==> src/rtl/eirq_pkg.sv <==
package eirq_pkg;

   typedef enum logic [2:0] {
      TRIG_RISE = 3'b000,
      TRIG_FALL = 3'b001,
      TRIG_BOTH = 3'b010,
      TRIG_HIGH = 3'b011,
      TRIG_LOW  = 3'b100
   } trig_e;

   localparam int unsigned CFG_LINES_PER_WORD = 4;
   localparam int unsigned ADR_CLEAR          = 4;
   localparam int unsigned ADR_STATUS         = 5;

   // Spare codes 101/110/111 fold onto 001/010/011.
   function automatic trig_e canon_trig(input logic [2:0] code);
      if (code == 3'b100) return TRIG_LOW;
      return trig_e'({1'b0, code[1:0]});
   endfunction

endpackage

==> src/rtl/eirq_sync.sv <==
module eirq_sync #(
   parameter int WIDTH  = 9,
   parameter int STAGES = 2
) (
   input  logic             clk,
   input  logic             rst_n,
   input  logic [WIDTH-1:0] d,
   output logic [WIDTH-1:0] q
);

   logic [STAGES-1:0][WIDTH-1:0] chain_q;

   always_ff @(posedge clk or negedge rst_n) begin
      if (!rst_n) chain_q[0] <= '0;
      else        chain_q[0] <= d;
   end

   for (genvar s = 1; s < STAGES; s++) begin : g_stage
      always_ff @(posedge clk or negedge rst_n) begin
         if (!rst_n) chain_q[s] <= '0;
         else        chain_q[s] <= chain_q[s-1];
      end
   end

   assign q = chain_q[STAGES-1];

endmodule

==> src/rtl/eirq_line.sv <==
module eirq_line
   import eirq_pkg::*;
(
   input  logic       clk,
   input  logic       rst_n,
   input  logic       din,
   input  logic       en,
   input  logic [2:0] mode,
   input  logic       clr,
   output logic       pend,
   output logic       hit
);

   logic  prev_q;
   logic  pend_q;
   logic  rise;
   logic  fall;
   logic  cond;
   trig_e trig;

   assign trig = canon_trig(mode);
   assign rise = din & ~prev_q;
   assign fall = ~din & prev_q;

   always_comb begin
      unique case (trig)
         TRIG_RISE: cond = rise;
         TRIG_FALL: cond = fall;
         TRIG_BOTH: cond = rise | fall;
         TRIG_HIGH: cond = din;
         TRIG_LOW:  cond = ~din;
         default:   cond = 1'b0;
      endcase
   end

   assign hit = en & cond;

   always_ff @(posedge clk or negedge rst_n) begin
      if (!rst_n) begin
         prev_q <= 1'b0;
         pend_q <= 1'b0;
      end else begin
         prev_q <= din;
         if (hit)      pend_q <= 1'b1;
         else if (clr) pend_q <= 1'b0;
      end
   end

   assign pend = pend_q;

endmodule

==> src/rtl/eirq_regs.sv <==
module eirq_regs
   import eirq_pkg::*;
#(
   parameter int                   NUM_LINES = 9,
   parameter int                   ADDR_W    = 3,
   parameter int                   DATA_W    = 16,
   parameter logic [NUM_LINES-1:0] IMPL_MASK = '1
) (
   input  logic                      clk,
   input  logic                      rst_n,
   input  logic [ADDR_W-1:0]         reg_addr,
   input  logic                      reg_we,
   input  logic [DATA_W-1:0]         reg_wdata,
   output logic [DATA_W-1:0]         reg_rdata,
   input  logic [NUM_LINES-1:0]      pend_in,
   output logic [NUM_LINES-1:0]      line_en,
   output logic [NUM_LINES-1:0][2:0] line_mode,
   output logic [NUM_LINES-1:0]      clr_pulse
);

   localparam int                NIB       = 4;
   localparam logic [ADDR_W-1:0] A_CLEAR   = ADDR_W'(ADR_CLEAR);
   localparam logic [ADDR_W-1:0] A_STATUS  = ADDR_W'(ADR_STATUS);

   logic [NUM_LINES-1:0][NIB-1:0] cfg_q;

   always_ff @(posedge clk or negedge rst_n) begin
      if (!rst_n) begin
         cfg_q <= '0;
      end else if (reg_we) begin
         for (int n = 0; n < NUM_LINES; n++) begin
            if (reg_addr == ADDR_W'(n / CFG_LINES_PER_WORD))
               cfg_q[n] <= IMPL_MASK[n]
                  ? reg_wdata[NIB*(n % CFG_LINES_PER_WORD) +: NIB] : '0;
         end
      end
   end

   for (genvar n = 0; n < NUM_LINES; n++) begin : g_fields
      assign line_en[n]   = cfg_q[n][NIB-1];
      assign line_mode[n] = cfg_q[n][NIB-2:0];
   end

   assign clr_pulse = (reg_we && reg_addr == A_CLEAR)
                    ? (reg_wdata[NUM_LINES-1:0] & IMPL_MASK) : '0;

   always_comb begin
      reg_rdata = '0;
      for (int n = 0; n < NUM_LINES; n++) begin
         if (reg_addr == ADDR_W'(n / CFG_LINES_PER_WORD))
            reg_rdata[NIB*(n % CFG_LINES_PER_WORD) +: NIB] = cfg_q[n];
      end
      if (reg_addr == A_STATUS) reg_rdata[NUM_LINES-1:0] = pend_in;
   end

endmodule

==> src/rtl/ext_irq_ctrl.sv <==
module ext_irq_ctrl
   import eirq_pkg::*;
#(
   parameter int                   NUM_LINES   = 9,
   parameter int                   ADDR_W      = 3,
   parameter int                   DATA_W      = 16,
   parameter int                   SYNC_STAGES = 2,
   parameter logic [NUM_LINES-1:0] IMPL_MASK   = NUM_LINES'(16'h01B7)
) (
   input  logic                 clk,
   input  logic                 rst_n,
   input  logic [NUM_LINES-1:0] irq_in,
   input  logic [ADDR_W-1:0]    reg_addr,
   input  logic                 reg_we,
   input  logic [DATA_W-1:0]    reg_wdata,
   output logic [DATA_W-1:0]    reg_rdata,
   output logic [NUM_LINES-1:0] irq_out
);

   localparam int CFG_WORDS = (NUM_LINES + CFG_LINES_PER_WORD - 1) / CFG_LINES_PER_WORD;

   if (SYNC_STAGES < 2) begin : g_chk_sync
      $error("ext_irq_ctrl: SYNC_STAGES must be at least 2");
   end
   if (NUM_LINES < 1 || NUM_LINES > DATA_W) begin : g_chk_lines
      $error("ext_irq_ctrl: NUM_LINES must be 1..DATA_W");
   end
   if (DATA_W != 16) begin : g_chk_data
      $error("ext_irq_ctrl: DATA_W must be 16");
   end
   if (CFG_WORDS > int'(ADR_CLEAR) || (1 << ADDR_W) <= int'(ADR_STATUS)) begin : g_chk_map
      $error("ext_irq_ctrl: register map does not fit ADDR_W");
   end

   logic [NUM_LINES-1:0]      sync_q;
   logic [NUM_LINES-1:0]      line_en;
   logic [NUM_LINES-1:0][2:0] line_mode;
   logic [NUM_LINES-1:0]      clr_pulse;
   logic [NUM_LINES-1:0]      pend;
   logic [NUM_LINES-1:0]      set_ev;
   logic                      unused_sink;

   eirq_sync #(.WIDTH(NUM_LINES), .STAGES(SYNC_STAGES)) u_sync (
      .clk   (clk),
      .rst_n (rst_n),
      .d     (irq_in),
      .q     (sync_q)
   );

   eirq_regs #(
      .NUM_LINES (NUM_LINES),
      .ADDR_W    (ADDR_W),
      .DATA_W    (DATA_W),
      .IMPL_MASK (IMPL_MASK)
   ) u_regs (
      .clk       (clk),
      .rst_n     (rst_n),
      .reg_addr  (reg_addr),
      .reg_we    (reg_we),
      .reg_wdata (reg_wdata),
      .reg_rdata (reg_rdata),
      .pend_in   (pend),
      .line_en   (line_en),
      .line_mode (line_mode),
      .clr_pulse (clr_pulse)
   );

   for (genvar i = 0; i < NUM_LINES; i++) begin : g_line
      if (IMPL_MASK[i]) begin : g_live
         eirq_line u_line (
            .clk   (clk),
            .rst_n (rst_n),
            .din   (sync_q[i]),
            .en    (line_en[i]),
            .mode  (line_mode[i]),
            .clr   (clr_pulse[i]),
            .pend  (pend[i]),
            .hit   (set_ev[i])
         );
      end else begin : g_absent
         assign pend[i]   = 1'b0;
         assign set_ev[i] = 1'b0;
      end
   end

   assign unused_sink = ^{sync_q, line_mode, clr_pulse, set_ev};

   assign irq_out = pend & line_en;

endmodule

==> config.mk <==
export PLATFORM = sky130hd
export DESIGN_NAME = ext_irq_ctrl
export DESIGN_NICKNAME = d
export VERILOG_FILES = /design/src/rtl/eirq_pkg.sv /design/src/rtl/eirq_sync.sv /design/src/rtl/eirq_line.sv /design/src/rtl/eirq_regs.sv /design/src/rtl/ext_irq_ctrl.sv
export SDC_FILE = /design/constraint.sdc
export NUM_CORES = 1
export LEC_CHECK = 0
export BUFFER_PORTS_ARGS = -buffer_cell sky130_fd_sc_hd__buf_2
export CORE_MARGIN = 2
export CORE_UTILIZATION = 60
export DETAILED_ROUTE_END_ITERATION = 8
export PLACE_DENSITY = 0.95
export SYNTH_ARGS = -nofsm -noshare
export SYNTH_HDL_FRONTEND = slang
export SYNTH_SLANG_ARGS = --single-unit
==> constraint.sdc <==
create_clock -name clk -period 3.15 [get_ports clk]
set_input_delay 0.1575 -clock clk [delete_from_list [all_inputs] [get_ports clk]]
set_output_delay 0.1575 -clock clk [all_outputs]
set_load 0.02 [all_outputs]
# --- Word-level counts from Yosys, hierarchy flattened ---
# Index checks and enable logic that the tools add are counted.
totals:
  regBits: 60
  input_bits: 31
  output_inout_bits: 25
  word_cells: 176
classes:
  eq_ne: 39
  n_mux: 52
  n_bitwise: 43
  n_reduce_logical: 19
ops:
  columns: ["operator", "n"]
  rows:
  - ["$eq 3x3->1 const B", 16]
  - ["$eq 3x2->1 const B", 15]
  - ["$mux 3", 14]
  - ["$pmux 1 s5", 7]
  - ["$mux 4", 8]
  - ["$eq 3x1->1 const B", 8]
  - ["$logic_not 3->1", 8]
  - ["$and 1x1->1", 21]
  - ["$mux 1", 21]
  - ["$mux 9", 2]
  - ["$not 1->1", 14]
  - ["$reduce_bool 2->1", 7]
  - ["$and 9x9->9", 1]
  - ["$or 1x1->1", 7]
  - ["$reduce_and 2->1", 3]
  - ["$logic_and 1x1->1", 1]

# --- Logic depth before layout (Yosys ltp) ---
# Gate-level depths: netlist (run 1).
logic_depth:
  depth_word: 7
  ltp_mapped: 6
  mapped_depth_nobuf: 6

# --- Hierarchy ---
# Synthesis (run 1) repeated with hierarchy kept, for this count alone.
hier_totals:
  hier_cells: 331
  hier_area_um2: 3759.9
modules_own_cells:
  columns: ["mod", "instances", "cells_each", "area_each_um2", "seq_area_each_um2"]
  rows:
  - ["eirq_line", 7, 24, 229.0, 50.0]
  - ["eirq_regs", 1, 126, 1576.5, 700.7]
  - ["eirq_sync", 1, 27, 518.0, 450.4]
  - ["ext_irq_ctrl", 1, 10, 62.6, 0.0]

# --- Worst setup path before layout (run 1) ---
# Ideal clock, no wire load.
synth_path:
  kind: "register -> register"
  start: "register u_regs.cfg_q (netlist bit u_regs.line_mode[12])"
  end: "register g_line[4].g_live.u_line.pend_q"
  setup_ns: 0.126
  arrival_time_ns: 1.223
  path_slack_ns: 1.801
  path_stages_with_launch: 6
  synth_period_minus_slack_ns: 1.349
  path_cell_list: "dfrtp_1 -> inv_1 -> ha_1 -> nor3_1 -> o21ai_0 -> a221o_1"
synth_between:
  elab_chain_cells: 7
synth_rtl:
  columns: ["element", "line_no", "source"]
  rows:
  - ["from (decl)", "eirq_regs.sv:25", "logic [NUM_LINES-1:0][NIB-1:0] cfg_q;"]
  - ["from (signal, indexed assignment)", "eirq_regs.sv:33", "cfg_q[n] <= IMPL_MASK[n]"]
  - ["$eq 3x3->1", "eirq_pkg.sv:17", "if (code == 3'b100) return TRIG_LOW;"]
  - ["$mux 1", "eirq_pkg.sv:17", null]
  - ["$mux 3 *", "eirq_pkg.sv:18", "return trig_e'({1'b0, code[1:0]});"]
  - ["$eq 3x3->1 (tied with other cells)", "eirq_line.sv:26", "unique case (trig)"]
  - ["$pmux 1 s5 *", "eirq_line.sv:26", null]
  - ["$and 1x1->1 *", "eirq_line.sv:36", "assign hit = en & cond;"]
  - ["$mux 1 or $reduce_bool 2->1 (tied branches)", null, null]
  - ["to (signal assigned)", "eirq_line.sv:41", "pend_q <= 1'b0;"]
  - ["to (signal assigned)", "eirq_line.sv:44", "if (hit) pend_q <= 1'b1;"]
  - ["to (signal assigned)", "eirq_line.sv:45", "else if (clr) pend_q <= 1'b0;"]
  - ["to (decl)", "eirq_line.sv:15", "logic pend_q;"]
# Mark *: on every way between the ends. The rest lies on a longest branch, timed or not.
# A chain may end at the register's enable or synchronous reset.

# --- Final worst setup path (run 1) ---
layout_path:
  start: "input port reg_addr[0]"
  end: "register u_regs.cfg_q (netlist bit u_regs.line_mode[12])"
layout_between:
  elab_chain_cells: 2
layout_rtl:
  columns: ["element", "line_no", "source"]
  rows:
  - ["from (decl)", "ext_irq_ctrl.sv:13", "input logic [ADDR_W-1:0] reg_addr,"]
  - ["$eq 3x1->1", "eirq_regs.sv:32", "if (reg_addr == ADDR_W'(n / CFG_LINES_PER_WORD))"]
  - ["$reduce_and 2->1 (no line)", null, null]
# No other way between the ends.

==> flow_summary.yaml, run 1 <==
setup_path:
  crit_fanout: 19
  crit_path_start_kind: "input port"
  crit_start: "reg_addr[0]"
  cpPeakStageDelay_ps: 770
  worstPathArrival_ps: 1860
  worst-path-buf-inv: 1
  path_depth: 4
  cp_slowest_cell: "nor2_2"
  crit_chain: "buf_2 -> nand2_4 -> nor2_2 -> mux2_2"
  path_class: "input port to register"
  r2r-start: "u_regs.line_mode[12]"
  worst_r2r_path_depth: 5
  cp.required_ps: 3350
  critPathTopFamily: "simple AND/OR/NAND/NOR gates"
  critPathCaptureType: "register"
final_layout:
  final_area_mm2: 0.00362
  antenna_cells: 0
  syn2layout_area_growth_pct: 14.9
  fin_cells: 421
  n_fill_cell: 386
  nets: 419
  regArea_mm2: 0.00140
  drive_gt1_share_pct: 25.1
  multi_input_area_mm2: 0.00157
  final_util_pct: 71.4
yosys:
  netlist_instances: 291
  syn_avg_cell_area_um2: 10.8
  synthTopCellsByArea: "dfrtp_1, ha_1, mux2_4"
  yosysWarnings: 0
  synth_top_area_cell: "dfrtp_1"
  synth_top_area_share_pct: 44.5
  synth_cell_type_count: 32
  synth_area_mm2: 0.00315
  seq_area_frac_synth_pct: 44.5
  ys_ff_latch: 56
drt:
  wire_per_inst_um: 15.6
  num_vias: 2280
  wl_um: 6580
  first_pass_iters: 5
  vias_per_cell: 5.42
  drcViolationCount: 0
  ant_nets: 0
  drtIter0Drc: 154
sta:
  setup_viol: 0
  holdWs_ps: 47.7
  hold_violations: 0
  worst_pin_slew_ps: 954
  tns_ps: 0
  final.min_clock_period_ps: 1660
  drv_slew: 0
  finalWorstSetupSlack_ps: 1490
  skew_ps: 14.5
  max_slew_margin_pct: 36.3
  period_share_pct: 52.6
  rsz0062_at_grt: "false"
  fmax_mhz: 603
clock_network:
  cts_hold_buf: 8
  cts_tree: "yes"
  cts_buffers: 5
  cts-htree-levels: 2
  cts.sinks: 56
  cts-root-buf: "clkbuf_8"
  ctsResizeCount: 0
  clock_latency_ps: 320
  clock_path_buffers: 2
  cts_setup_buffers: 0
  clkSlewWorstSetupHoldPaths_ps: 90
job:
  cap_viol_max_count: 0
floorplanning:
  num_rows: 26
  dieArea_mm2: 0.00585
  die_x_um: 76.5
  boundaryPins: 56
  core_mm2: 0.00507
  initial_core_util_pct: 62.1
  die_y_um: 76.5
placement:
  dp.final_hpwl_um: 4770
  dpl-instance-area_mm2: 0.00345
  io_buffers: 51
  dp.cells: 405
  dp_slack_ps: 1200
  globalplace.congestion: 0.925
hold_path:
  hold_class: "input port to register"
  worstHoldStart: "reg_wdata[9]"
  worstHoldPathCells: 3
pwr:
  power_mw: 1.98
  cellLeakagePower_nw: 1.84
  p_per_area_mw_per_mm2: 548
  peakVddDrop_v: 0.000383
grt:
  grt_pass1_vias: 2347
  grtUsageTotal_pct: 24.1
  grt_remaining_overflow: 0
  grt_max_degree: 30
  grt_pass1_wl_um: 11200
  antenna_found_initial: 0
status:
  outcome: "finished clean"
## worst reg2reg max path, cell delays in order (launching register included)
cell     delay (ps)
dfrtp_1         460
inv_1           110
ha_1            300
nor3_1          180
o21ai_0         110
a221o_1         290
## flip-flops by register name (all words and copies together), names as in the netlist
register                     flops
u_sync.chain_q                   7
g_line.g_live.u_line.pend        7
u_regs.line_mode                21
g_line.g_live.u_line.prev_q      7
u_sync.q                         7
u_regs.line_en                   7
## power by group
part	internal (mW)	leakage [nW]	switching, mW
combinational	0.281	1.15	0.306
sequential	0.842	0.651	0.139
clock	0.179	0.0445	0.238
total	1.30	1.84	0.682
## per-layer routing
layer / part of all wire [%] / track usage, % / vias up / wire length, µm
met3: 5.9 / 4.98 / 9 / 389
met4: 1.3 / 6.18 / 0 / 87
li1: - / - / 1091 / -
met1: 45 / 32.9 / 1100 / 2960
met2: 48 / 39.6 / 80 / 3140
met5: 0 / 0 / - / 0
## layout by cell type, fill, tap and decap left out, types with 6 or more instances in the layout
| master | instances |
|---|---|
| mux2_4 | 10 |
| a22oi_1 | 8 |
| buf_2 | 51 |
| inv_1 | 33 |
| dlygate4sd3_1 | 8 |
| nand2_1 | 31 |
| a221o_1 | 6 |
| nor2_1 | 14 |
| dfrtp_1 | 56 |
| nor3_1 | 8 |
| and2_1 | 10 |
| o21ai_0 | 16 |
| mux2_2 | 11 |
| clkbuf_8 | 6 |
| ha_1 | 38 |
| mux2i_1 | 15 |
## kinds of logic after synthesis
| group | count (synthesis) | share of synthesized area (%) |
|---|---|---|
| other cells | 1 | 0.119 |
| buf+inv | 43 | 5.88 |
| mux | 36 | 13.5 |
| compound gates | 41 | 8.46 |
| fa+ha+maj | 38 | 15.1 |
| flops | 56 | 44.5 |
| simple gates | 76 | 12.5 |
## cells in the mapped netlist, drive strengths merged
master	instances
o21ai	16
conb	1
o2bb2ai	1
nor3	11
inv	34
dfrtp	56
o31ai	1
o22ai	3
nand3	1
mux2	21
a22oi	8
nand2	32
mux2i	15
a21oi	5
or2	1
a221o	6
nor2	15
and2	10
clkbuf	1
nand2b	1
ha	38
a31oi	1
buf	8
nor3b	1
and3	4
## final timing paths
kind                                           endpoint  slack [ps]
hold reg to reg                             u_sync.q[1]         360
min in group asynchronous                   u_sync.q[5]         390
max in group asynchronous                   u_sync.q[0]        1900
hold / removal                      u_regs.line_mode[7]          50
setup reg to reg           g_line[4].g_live.u_line.pend        1620
setup / recovery                   u_regs.line_mode[12]        1490
## layout make-up
| type | instances | share of cell area (%) |
|---|---|---|
| clock buffers | 7 | 2.38 |
| clock inverters | 1 | 0.207 |
| inverters | 34 | 3.52 |
| multi-input cells | 193 | 43.3 |
| flip-flops and latches | 56 | 38.7 |
| well taps | 70 | 2.42 |
| repair buffers | 60 | 9.46 |
No activity file was read; power rests on OpenSTA's default activity.
==> run 2, diff against run 1 <==
CORE_UTILIZATION = 56   (was 60)
PLACE_DENSITY = 0.9   (was 0.95)
clock period = 1.6 ns   (was 3.15 ns; I/O delays follow)
==> flow_summary.yaml, run 2 (synthesized netlist as in run 1, its figures left out) <==
placement:
  io_buffers: 51
  dp.final_hpwl_um: 4620
  dpl-instance-area_mm2: 0.00352
  dp.cells: 415
  globalplace.congestion: 0.827
clock_network:
  clock_latency_ps: 300
  cts_buffers: 5
  cts_tree: "yes"
  clkSlewWorstSetupHoldPaths_ps: 90
  clock_path_buffers: 2
  cts.sinks: 56
  cts-htree-levels: 2
  cts-root-buf: "clkbuf_8"
  cts_setup_buffers: 0
final_layout:
  mostFrequentLayoutCell: "dfrtp_1"
  syn2layout_area_growth_pct: 18.1
  drive_gt1_share_pct: 26.2
  antenna_cells: 0
  final_area_mm2: 0.00372
  nets: 431
  regArea_mm2: 0.00140
  largest_reg_flops: 21
  fin_cells: 434
  n_fill_cell: 437
  multi_input_area_mm2: 0.00157
  final_cell_mix: "dfrtp_1, buf_2, ha_1, inv_1, nand2_1"
setup_path:
  path_class: "register to register"
  crit_path_start_kind: "register"
  crit_chain: "inv_1 -> ha_1 -> nor3_1 -> o21ai_0 -> a221o_1"
  r2r-end: "g_line[2].g_live.u_line.pend"
  regToRegSetupSlack_ps: 130
  worst-path-buf-inv: 1
  critPathTopFamily: "flip-flops"
  cpPeakStageDelay_ps: 440
  worst_r2r_path_depth: 5
  r2r-start: "u_regs.line_mode[6]"
  crit_fanout: 4
  crit_start: "u_regs.line_mode[6]"
  cp_slowest_cell: "dfrtp_1"
  critPathCaptureType: "register"
  cp.required_ps: 1790
  worstPathArrival_ps: 1660
hold_path:
  worstHoldPathCells: 2
  holdPathEnd: "u_regs.line_en[7]"
  worstHoldStart: "reg_wdata[15]"
  hold_class: "input port to register"
floorplanning:
  initial_core_util_pct: 57.6
  die_y_um: 79.0
  die_x_um: 79.0
  num_rows: 27
  dieArea_mm2: 0.00624
  boundaryPins: 56
  core_mm2: 0.00547
drt:
  ant_nets: 0
  wire_per_inst_um: 14.1
  drcViolationCount: 0
  drtIter0Drc: 99
  wl_um: 6130
  first_pass_iters: 4
  num_vias: 2326
  vias_per_cell: 5.36
pwr:
  p_sw_mw: 1.27
  sw_frac_of_total_pct: 33.5
  p_per_area_mw_per_mm2: 1020
  p_comb_share_pct: 30.4
  p_int_mw: 2.53
  clkPwrFrac_pct: 19.0
  peakVddDrop_v: 0.000596
  seq_power_share_pct: 50.6
  cellLeakagePower_nw: 1.90
grt:
  grt_pass1_vias: 2263
  antenna_found_initial: 0
  grt_pass1_wl_um: 10400
  grt_max_degree: 57
  grt_remaining_overflow: 0
  grtUsageTotal_pct: 21.3
sta:
  period_share_pct: 92.0
  setup_viol: 0
  rsz0062_at_grt: "false"
  skew_ps: 8.14
  fmax_mhz: 679
  tns_ps: 0
  drv_slew: 0
  final.min_clock_period_ps: 1470
  hold_violations: 0
status:
  outcome: "finished clean"
job:
  cap_viol_max_count: 0
run 2: repair_timing:
action	CTS	global route
setup endpoints to repair	0	0
gates resized for setup	0	0
hold endpoints to repair	66	1
hold buffers	11	1
run 2: area by class of cell:
type,count,share of cell area [%]
Multi-Input combinational cell,193,42.2
Clock inverter,1,0.134
Inverter,34,3.43
Tap cell,72,2.42
Clock buffer,6,1.95
Sequential cell,56,37.7
Timing Repair Buffer,72,12.2
run 2: how the worst max path moves through the flow:
stage	to	depth (start not counted)
6_report	g_line[2].g_live.u_line.pend	5
5_1_grt	g_line[5].g_live.u_line.pend	5
4_1_cts	g_line[2].g_live.u_line.pend	5
3_5_place_dp	g_line[2].g_live.u_line.pend	5
3_3_place_gp	g_line[4].g_live.u_line.pend	5
2_1_floorplan	g_line[4].g_live.u_line.pend	5
run 2: per-layer routing:
metal,global-route usage (%),wire length [µm],up-vias
met5,0,0,-
met4,5.69,31,0
met3,3.41,260,4
met2,36.2,3070,58
met1,28.4,2760,1150
li1,-,-,1114
run 2: power groups by stage:
stage	Clock, mW	Combinational [mW]	Sequential [mW]
2_1_floorplan	0	0.830	1.86
3_3_place_gp	0	1.09	1.93
3_5_place_dp	0	1.14	1.95
4_1_cts	0.744	1.17	1.92
5_1_grt	0.792	1.30	1.96
6_report	0.722	1.16	1.92
run 2: metrics by stage:
| step | power, mW | hold WS, ps | worst slack [ps] | util, % |
|---|---|---|---|---|
| floorplan | 2.69 | -216 | 251 | - |
| global placement | 3.02 | 102 | 198 | 64.4 |
| detailed placement | 3.08 | 99.5 | 130 | 64.4 |
| CTS | 3.83 | 1.12 | 119 | 67.8 |
| global route | 4.05 | 3.76 | 16.7 | 68.0 |
| finish | 3.80 | 11.5 | 127 | 68.0 |
==> run 3, diff against run 2 <==
GPL_TIMING_DRIVEN = 0   (was default)
==> flow_summary.yaml, run 3 (synthesized netlist as in run 1, its figures left out) <==
status:
  outcome: "finished clean"
final_layout:
  final_cell_mix: "dfrtp_1, buf_2, ha_1, inv_1, nand2_1"
  final_area_mm2: 0.00370
  largest_reg_flops: 21
  nets: 429
  final_util_pct: 67.6
  drive_gt1_share_pct: 26.0
  syn2layout_area_growth_pct: 17.3
  mostFrequentLayoutCell: "dfrtp_1"
  n_fill_cell: 431
  antenna_cells: 0
clock_network:
  cts_buffers: 5
  cts-root-buf: "clkbuf_8"
  ctsResizeCount: 0
  clock_path_buffers: 2
  clock_latency_ps: 310
  clkSlewWorstSetupHoldPaths_ps: 90
  cts-htree-levels: 2
  cts_tree: "yes"
  cts.sinks: 56
sta:
  setup_viol: 0
  tns_ps: 0
  finalWorstSetupSlack_ps: 65.8
  worst_pin_slew_ps: 703
  drv_slew: 0
  final.min_clock_period_ps: 1530
  rsz0062_at_grt: "false"
  fmax_mhz: 652
  hold_violations: 0
  max_slew_margin_pct: 53.2
  skew_ps: 7.49
  period_share_pct: 95.9
pwr:
  peakVddDrop_v: 0.000602
  cellLeakagePower_nw: 1.89
  p_per_area_mw_per_mm2: 1050
hold_path:
  hold_class: "input port to register"
  worstHoldStart: "reg_wdata[10]"
  worstHoldPathCells: 2
  holdPathEnd: "u_regs.line_mode[8]"
grt:
  antenna_found_initial: 0
  grt_pass1_vias: 2274
  grt_pass1_wl_um: 10800
  grt_max_degree: 57
  grt_remaining_overflow: 0
  grtUsageTotal_pct: 22.3
drt:
  num_vias: 2325
  first_pass_iters: 5
  drtIter0Drc: 132
  wire_per_inst_um: 15.2
  drcViolationCount: 0
  top_layer: "met4"
  ant_nets: 0
  vias_per_cell: 5.37
  met1_length_um: 2830
  wl_um: 6570
  wl_met3_um: 329
  routed-wl-met2_um: 3310
setup_path:
  critPathTopFamily: "compound AO/OA/AOI/OAI gates"
  cp_slowest_cell: "dfrtp_1"
  r2r-start: "u_regs.line_mode[24]"
  worst-path-buf-inv: 1
  worstPathArrival_ps: 1730
  regToRegSetupSlack_ps: 70
  crit_path_start_kind: "register"
  r2r-end: "g_line[8].g_live.u_line.pend"
  crit_fanout: 4
  crit_chain: "inv_1 -> ha_1 -> nor3_1 -> o21ai_0 -> a221o_1"
  critPathCaptureType: "register"
  cpPeakStageDelay_ps: 410
  path_class: "register to register"
  worst_r2r_path_depth: 5
  cp.required_ps: 1790
floorplanning:
  die_x_um: 79.0
  core_mm2: 0.00547
  num_rows: 27
  dieArea_mm2: 0.00624
  boundaryPins: 56
  initial_core_util_pct: 57.6
  die_y_um: 79.0
placement:
  globalplace.congestion: 0.835
  io_buffers: 49
  dp_slack_ps: 107
  dpl-instance-area_mm2: 0.00349
  dp.final_hpwl_um: 4830
job:
  cap_viol_max_count: 0
==> run 3: timing repair <==
action	CTS	global route
buffers inserted	0	2
hold buffers	9	1
endpoints found under the setup margin	0	1
endpoints found under the hold margin	9	56
==> run 3: routing by layer <==
layer	vias to the layer above	GRT usage, %
li1	1111	-
met1	1134	29.1
met2	70	37.5
met3	10	4.43
met4	0	6.72
met5	-	0
==> run 3: worst max path at each step <==
stage | from | end | slack [ps] | cells past startpoint
6_report | u_regs.line_mode[24] | g_line[8].g_live.u_line.pend | 70 | 5
5_1_grt | u_regs.line_mode[24] | g_line[8].g_live.u_line.pend | 0.7 | 5
4_1_cts | u_regs.line_mode[24] | g_line[8].g_live.u_line.pend | 90 | 5
3_5_place_dp | u_regs.line_mode[12] | g_line[4].g_live.u_line.pend | 110 | 5
3_3_place_gp | u_regs.line_mode[6] | g_line[2].g_live.u_line.pend | 190 | 5
2_1_floorplan | u_regs.line_mode[12] | g_line[4].g_live.u_line.pend | 250 | 5
==> run 3: area by class of cell <==
class / instances / area (µm²) / area share (%)
Tap cell: 72 / 90.1 / 2.44
Multi-Input combinational cell: 193 / 1570 / 42.4
Inverter: 34 / 128 / 3.45
Timing Repair Buffer: 61 / 363 / 9.81
Sequential cell: 56 / 1400 / 37.9
Buffer: 9 / 57.6 / 1.56
Clock buffer: 8 / 90.1 / 2.44
==> run 3: through the flow <==
step                      hold WS (ps)  power, mW  std cells
after floorplan                   -216       2.69        292
after global placement             188       3.01        413
after detailed placement           189       3.09        413
after CTS                        0.910       3.89        430
after global routing              1.73       4.14        433
final                             3.09       3.90        433
==> run 3: power breakdown <==
group	switching (mW)	internal (mW)	total, mW
Sequential	0.267	1.66	1.93
Combinational	0.611	0.573	1.18
Clock	0.432	0.354	0.786
Total	1.31	2.59	3.90
